`config.mk`:
```
export PLATFORM = sky130hd
export DESIGN_NAME = ovl_bank_ctrl
export DESIGN_NICKNAME = d
export VERILOG_FILES = /design/src/rtl/ovl_bank_pkg.sv /design/src/rtl/ovl_bank_reg.sv /design/src/rtl/ovl_overlay_flag.sv /design/src/rtl/ovl_route.sv /design/src/rtl/ovl_bank_ctrl.sv
export SDC_FILE = /design/constraint.sdc
export NUM_CORES = 1
export LEC_CHECK = 0
export BUFFER_PORTS_ARGS = -buffer_cell sky130_fd_sc_hd__buf_2
export CORE_AREA = 2 2 39 41
export DETAILED_ROUTE_END_ITERATION = 8
export DIE_AREA = 0 0 41 43
export GPL_ROUTABILITY_DRIVEN = 1
export HOLD_SLACK_MARGIN = 0.1
export PLACE_DENSITY = 0.7
export SYNTH_ARGS = -nofsm -noshare
export SYNTH_HDL_FRONTEND = slang
export SYNTH_SLANG_ARGS = --single-unit
```
`constraint.sdc`:
```
create_clock -name clk -period 1.3 [get_ports clk]
set_input_delay 0.325 -clock clk [delete_from_list [all_inputs] [get_ports clk]]
set_output_delay 0.325 -clock clk [all_outputs]
set_load 0.02 [all_outputs]
```
`src/rtl/ovl_bank_pkg.sv`:
```
package ovl_bank_pkg;
  typedef enum logic [1:0] {
    SRC_ROM  = 2'd0,
    SRC_MAIN = 2'd1,
    SRC_BANK = 2'd2
  } src_t;

  typedef enum logic [1:0] {
    PORT_BANK = 2'd0,
    PORT_ROM  = 2'd1,
    PORT_RAM  = 2'd2,
    PORT_NONE = 2'd3
  } port_t;
endpackage

```
`src/rtl/ovl_bank_reg.sv`:
```
module ovl_bank_reg #(
  parameter int DATA_W = 8,
  parameter logic [DATA_W-1:0] RESET_VAL = 8'h78
) (
  input  logic              clk,
  input  logic              rst,
  input  logic              wr_en,
  input  logic [DATA_W-1:0] wdata,
  output logic [DATA_W-1:0] q
);
  always_ff @(posedge clk) begin
    if (rst)        q <= RESET_VAL;
    else if (wr_en) q <= wdata;
  end

  a_r1_reset_value: assert property (@(posedge clk) disable iff (rst)
    $past(rst) |-> (q == RESET_VAL));
  a_r8_hold_without_write: assert property (@(posedge clk) disable iff (rst)
    (!$past(rst) && !$past(wr_en)) |-> $stable(q));
  a_r2_store_all_bits: assert property (@(posedge clk) disable iff (rst)
    wr_en |=> (q == $past(wdata)));
endmodule

```
`src/rtl/ovl_overlay_flag.sv`:
```
module ovl_overlay_flag (
  input  logic clk,
  input  logic rst,
  input  logic set_on,
  input  logic set_off,
  output logic on
);
  always_ff @(posedge clk) begin
    if (rst)          on <= 1'b1;
    else if (set_on)  on <= 1'b1;
    else if (set_off) on <= 1'b0;
  end

  a_r6_on_strobe: assert property (@(posedge clk) disable iff (rst)
    set_on |=> on);
  a_r6_off_strobe: assert property (@(posedge clk) disable iff (rst)
    (set_off && !set_on) |=> !on);
endmodule

```
`src/rtl/ovl_route.sv`:
```
module ovl_route
  import ovl_bank_pkg::*;
#(
  parameter int SEL_W = 4
) (
  input  logic             normal_mode,
  input  logic             overlay_on,
  input  logic [SEL_W-1:0] sel_field,
  output src_t             rd_src,
  output src_t             wr_src,
  output logic [SEL_W-1:0] bank_num
);
  always_comb begin
    if (!normal_mode) begin
      rd_src = SRC_BANK;
      wr_src = SRC_BANK;
    end else begin
      rd_src = overlay_on ? SRC_ROM : SRC_MAIN;
      wr_src = SRC_MAIN;
    end
    bank_num = sel_field;
  end
endmodule

```
`src/rtl/ovl_bank_ctrl.sv`:
```
module ovl_bank_ctrl
  import ovl_bank_pkg::*;
#(
  parameter int DATA_W   = 8,
  parameter int SEL_W    = 4,
  parameter int MODE_BIT = 4,
  parameter logic [DATA_W-1:0] RESET_BANK = 8'h78
) (
  input  logic              clk,
  input  logic              rst,
  input  logic              io_wr,
  input  logic [1:0]        io_sel,
  input  logic [DATA_W-1:0] io_wdata,
  output logic [DATA_W-1:0] bank_rdata,
  output logic [1:0]        rd_src,
  output logic [1:0]        wr_src,
  output logic [SEL_W-1:0]  bank_num
);
  logic bank_we, ovl_on_we, ovl_off_we, overlay_q;
  logic [DATA_W-1:0] bank_q;
  src_t rd_s, wr_s;

  assign bank_we    = io_wr && (port_t'(io_sel) == PORT_BANK);
  assign ovl_on_we  = io_wr && (port_t'(io_sel) == PORT_ROM);
  assign ovl_off_we = io_wr && (port_t'(io_sel) == PORT_RAM);

  ovl_bank_reg #(.DATA_W(DATA_W), .RESET_VAL(RESET_BANK)) u_bank (
    .clk(clk), .rst(rst), .wr_en(bank_we), .wdata(io_wdata), .q(bank_q)
  );

  ovl_overlay_flag u_flag (
    .clk(clk), .rst(rst), .set_on(ovl_on_we), .set_off(ovl_off_we), .on(overlay_q)
  );

  ovl_route #(.SEL_W(SEL_W)) u_route (
    .normal_mode(bank_q[MODE_BIT]), .overlay_on(overlay_q),
    .sel_field(bank_q[SEL_W-1:0]),
    .rd_src(rd_s), .wr_src(wr_s), .bank_num(bank_num)
  );

  assign bank_rdata = bank_q;
  assign rd_src     = rd_s;
  assign wr_src     = wr_s;

  a_r5_bank_both_paths: assert property (@(posedge clk) disable iff (rst)
    !bank_q[MODE_BIT] |-> (rd_src == 2'd2 && wr_src == 2'd2));
  a_r3_writes_under_rom: assert property (@(posedge clk) disable iff (rst)
    (bank_q[MODE_BIT] && overlay_q) |-> (rd_src == 2'd0 && wr_src == 2'd1));
  a_r4_all_main: assert property (@(posedge clk) disable iff (rst)
    (bank_q[MODE_BIT] && !overlay_q) |-> (rd_src == 2'd1 && wr_src == 2'd1));
  a_r6_strobe_keeps_bank: assert property (@(posedge clk) disable iff (rst)
    (ovl_on_we || ovl_off_we) |=> $stable(bank_rdata));
  a_r7_flag_hidden_in_bank: assert property (@(posedge clk) disable iff (rst)
    (!bank_q[MODE_BIT] && !bank_we) |=> ($stable(rd_src) && $stable(wr_src)));
endmodule

```
Yosys cells after proc, flatten, opt, wreduce, memory -nomap -nowiden
Index checks and enable logic that the tools add are counted.
Word-level totals
  flip-flop bits (word level): 9
  input port bits: 13
  output and inout port bits: 16
  logic and storage cells: 12
Cells by class
  eq/ne operators: 2
  multiplexer cells: 3
  reduce and logical (&&, ||, !) cells: 5
Operators with widths (count)
  2-bit two-way mux: 2
  1-bit logical AND: 3
  2-bit by 1-bit equality test with 1-bit output (second input constant): 1
  2-bit equality test (second input constant): 1
  2-bit zero test: 1
  2-bit OR reduction: 1
  1-bit two-way mux: 1

Depth between registers and ports, before layout
  depth in word-level cells: 3
  gate-level depth with buffers: 4
  gate-level depth less buffers: 3

Hierarchy
A second synthesis with hierarchy kept.
Second synthesis, totals
  cell total of the unflattened synthesis: 41
  area total of the unflattened synthesis: 421.7 um2
Modules (own cells, without submodules)
  ovl_bank_reg: instances 1, cells each 26, area each 296.5 um2
  ovl_route: instances 1, cells each 8, area each 62.6 um2
  ovl_overlay_flag: instances 1, cells each 4, area each 32.5 um2
  ovl_bank_ctrl: instances 1, cells each 3, area each 30.0 um2

Worst setup path before layout
OpenSTA, ideal clock, no wires.
  path kind: register -> output
  start: reg u_bank.q[4]
  end: out rd_src[0]
  data arrival time: 0.781 ns
  required time: 0.975 ns
  setup slack: 0.194 ns
  stages on the path, launching flop included: 3
  path buffers: 0
  path through: dfxtp_1 inv_1 nor2_1
Between the ends
  longest elaborated chain between the ends: 1
Ends and longest elaborated chain
  start, declared: line ovl_bank_reg.sv:9  | output logic [DATA_W-1:0] q
  start signal, assigned: line ovl_bank_reg.sv:13  | else if (wr_en) q <= wdata;
  2-bit two-way mux: line ovl_route.sv:14  | if (!normal_mode) begin
  end, declared: line ovl_bank_ctrl.sv:15  | output logic [1:0] rd_src,
Every way passes these cells.

Worst setup path in the final report
Ends and elaborated chain as after synthesis.

==> impl_summary.md <==
Status
The flow ran to the end, and the final reports show no timing, DRC or antenna violations.

Floorplanning
The vertical die dimension is 43 um. The placement row count is 14. During I/O placement, the number of pins put on the boundary was 29. The core region is ~1400 sq um. The width of the die is a little over 40 um. The floorplan step defined a die boundary enclosing about 1800 sq um. Once the floorplan was initialized, standard cells occupied roughly 30% of the core.

Finish
The number of cells in the finished layout apart from fillers is 85. The repair_antennas step left the layout with diodes totalling 0. Across the whole layout, storage elements account for between 150 and 200 sq um. The core occupancy in the finished layout is ~40%. Cells with a size suffix above 1 make up between 50% and 60% of the layout.

The final layout net count is between 80 and 90. In the final layout, the multi-input gates occupy 151 sq um. Leaving out fill and tap cells, the most frequent cells in the layout are sky130_fd_sc_hd__buf_2, sky130_fd_sc_hd__nor2_1, sky130_fd_sc_hd__dfxtp_1. After filler insertion, the fill cell instance count of the layout stands at approximately 160.

The library cell used most frequently in the layout, excluding fill and tap cells, is sky130_fd_sc_hd__buf_2. Relative to the synthesized area, the layout overhead comes to 34.3%.

Power and ir drop
Across the VDD grid, the largest voltage drop is 0.550 mV. The analysis attributes to cell leakage a power of about 0.27 nW. The overall power of the completed layout is 0.000617 W. The total power per unit cell area is 1120 nW/um^2.

Job
Max-cap violations in this run came to 0.

GRT
met2 is the most crowded layer. The number of antenna violations at the first check in global routing is 0. The first global-routing pass estimated approximately 1200 um of wire. The via count of the first global-routing pass is roughly 300. For met2 alone, demand over resource in global routing was 13.4%. For this run, global-route usage on met3 was measured as roughly a tenth. The global router's overall resource usage is between 10% and 20%. The total overflow left after global routing is 0.

The global-route met1 utilization is 12.3%. The maximum number of pins on one net before global-route repair is 14.

STA
The worst clock skew is 0 ps. The post-layout minimum cycle time is around 1200 ps. The slew at the pin closest to its max-slew limit is 215 ps.

The worst pin sits at a relative slew slack of a little under nine tenths. The number of hold violations in the final report is 0. Setup violations remaining at the end of the flow were counted as 0.

The final hold slack is between 200 and 300 ps. After routing, the total negative slack on setup checks comes to 0 ps. The final period utilization is slightly above 90%. The count of final max-slew check failures was 0.

Setup repair after global routing left no endpoint under its margin. The maximum clock frequency is 831 MHz.

Routing
Dividing the detail-routed via count by the number of cells gives approximately 4.3. For this block, the routed nets add up to ~840 um of wire. The number of vias after detailed routing is about 360. In this run, the number of DRC markers left after iteration 0 of detailed routing was 5.

The detailed-routing iteration count for the pre-antenna-repair pass is 4. Once detail routing completed, the nets flagged for antenna violations numbered 0. For this run, design rule violations remaining after detail routing come to 0.

The average routed wire per standard cell is about 10 um.

Synthesis
sky130_fd_sc_hd__dfxtp_1 takes more of the synthesized area than any other cell. The post-synthesis register bit count is 9. Sequential cells were found to cover between 40% and 50% of the synthesized design area. The synthesized instance count is 45. Of the post-synthesis cell area, the dominant cell type holds around 44%. When the netlist entered floorplanning its net count stood at a little under 60. The post-synthesis cell area is roughly 400 sq um. Yosys attributes the largest share of cell area to sky130_fd_sc_hd__dfxtp_1, sky130_fd_sc_hd__buf_4, sky130_fd_sc_hd__mux2i_1, sky130_fd_sc_hd__nor2_1, sky130_fd_sc_hd__nor3b_4.

Synthesis instantiated 14 different standard cells from the library. The warning count from the yosys run is 0. Each instance of the synthesized netlist takes up on average 9.15 sq um.

CTS
After clock tree synthesis, the clock-pin slew on the worst setup and hold paths is ~60 ps. For the worst-skew pair, the clock arrives at the later sink with an insertion delay of 250 ps. TritonCTS built the clock tree. Buffers inserted to repair hold after CTS numbered 0. Post-CTS timing repair inserted 0 buffers for setup. The clock drives 9 sinks. The buffer levels on the longest clock path is 2.

The clock tree root driver cell is sky130_fd_sc_hd__clkbuf_4. The TritonCTS buffer count is 3. The number of H-tree levels is 1.

Worst setup path
The number of cells on the worst reg-to-reg path is 3. STA classifies the critical path startpoint as a register. The cell type of the slowest stage on the worst timing path is sky130_fd_sc_hd__dfxtp_2. Walking the worst path, the cells encountered are inv_1 > nor2_1 > buf_4. The stage delay of the slowest cell on the critical path is 330 ps.

Data on the critical path arrives at its endpoint at 880 ps. The path type of the worst setup path is register to output port. The category of the worst setup path capture point is an output port. For the worst setup path, the data required time is approximately 1000 ps. The maximum fanout along the worst path is 4.

Placed design
The number of buffer cells added on primary ports is 28. Routability-driven placement finished with a final weighted congestion of between 0.5 and 0.6. The HPWL reported at the end of detailed placement is between 600 and 700 um. Once placement completed, the tool counted placed cells totaling 81.

Hold path
The worst hold path cell count is 2. The worst hold path class is input pin to register.
cells in the mapped netlist, drive strengths merged:
cell	n
buf	9
dfxtp	9
nor2	9
mux2i	4
a21oi	3
inv	3
nor3	3
a211o	1
a211oi	1
a31oi	1
nor3b	1
o21ai	1
layout make-up:
cell class / instances / share of cell area (%)
Tap cell: 16 / 3.62
Sequential cell: 9 / 32.8
Clock buffer: 4 / 4.75
Multi-Input combinational cell: 24 / 27.4
Timing Repair Buffer: 29 / 29.4
Inverter: 3 / 2.04
worst max-delay path, delay by kind of cell (launching register included):
family,cells,cell delay (ps)
buffers and inverters,2,200
flip-flops,1,330
AND/OR/NAND/NOR,1,90
state kept, by name, summed over array words and instances (netlist names):
| signal | count |
|---|---|
| u_flag.on | 1 |
| u_bank.q | 8 |
kinds of logic (layout without fill, tap and decap cells):
kind of cell | Yosys count | count (layout) | share of synthesized area (%)
AO/OA/AOI/OAI | 7 | 7 | 10.6
buffers and inverters | 12 | 36 | 19.5
flip-flops | 9 | 9 | 43.8
multiplexers | 4 | 4 | 9.73
AND/OR/NAND/NOR | 13 | 13 | 16.4
routing by layer:
layer  wire length (um)  part of all wire (%)
met1                381                    45
met2                350                    42
met5                  0                     0
met4                  0                     0
met3                108                    13
path summary, 6_finish.rpt:
check	slack (ps)	endpoint	startpoint
setup reg to reg	430	u_bank.q[4]$_SDFFE_PP1P_	u_bank.q[4]$_SDFFE_PP1P_
hold / removal	270	u_bank.q[4]$_SDFFE_PP1P_	io_wdata[4]
hold reg to reg	500	u_bank.q[7]$_SDFFE_PP0P_	u_bank.q[7]$_SDFFE_PP0P_
setup / recovery	100	rd_src[0]	u_bank.q[4]$_SDFFE_PP1P_
timing repair:
item	4_1_cts	5_1_grt
endpoints found under the hold margin	0	0
resized for setup	0	2
setup endpoints to repair	0	1
metrics by stage:
step / worst slack [ps] / instance area (sq um)
after floorplan: 194 / 412
after global placement: 104 / 523
after detailed placement: 86.2 / 523
after CTS: 29.3 / 549
after global routing: 14.0 / 553
final: 97.0 / 553
power breakdown:
| group | internal, W | leakage, nW | total (W) | switching (W) |
|---|---|---|---|---|
| combinational | 0.0000467 | 0.186 | 0.000107 | 0.0000603 |
| clock | 0.000118 | 0.0150 | 0.000215 | 0.0000969 |
| sequential | 0.000288 | 0.0731 | 0.000295 | 0.00000690 |
| total | 0.000453 | 0.275 | 0.000617 | 0.000164 |
Power figures use the tool's default switching activity.
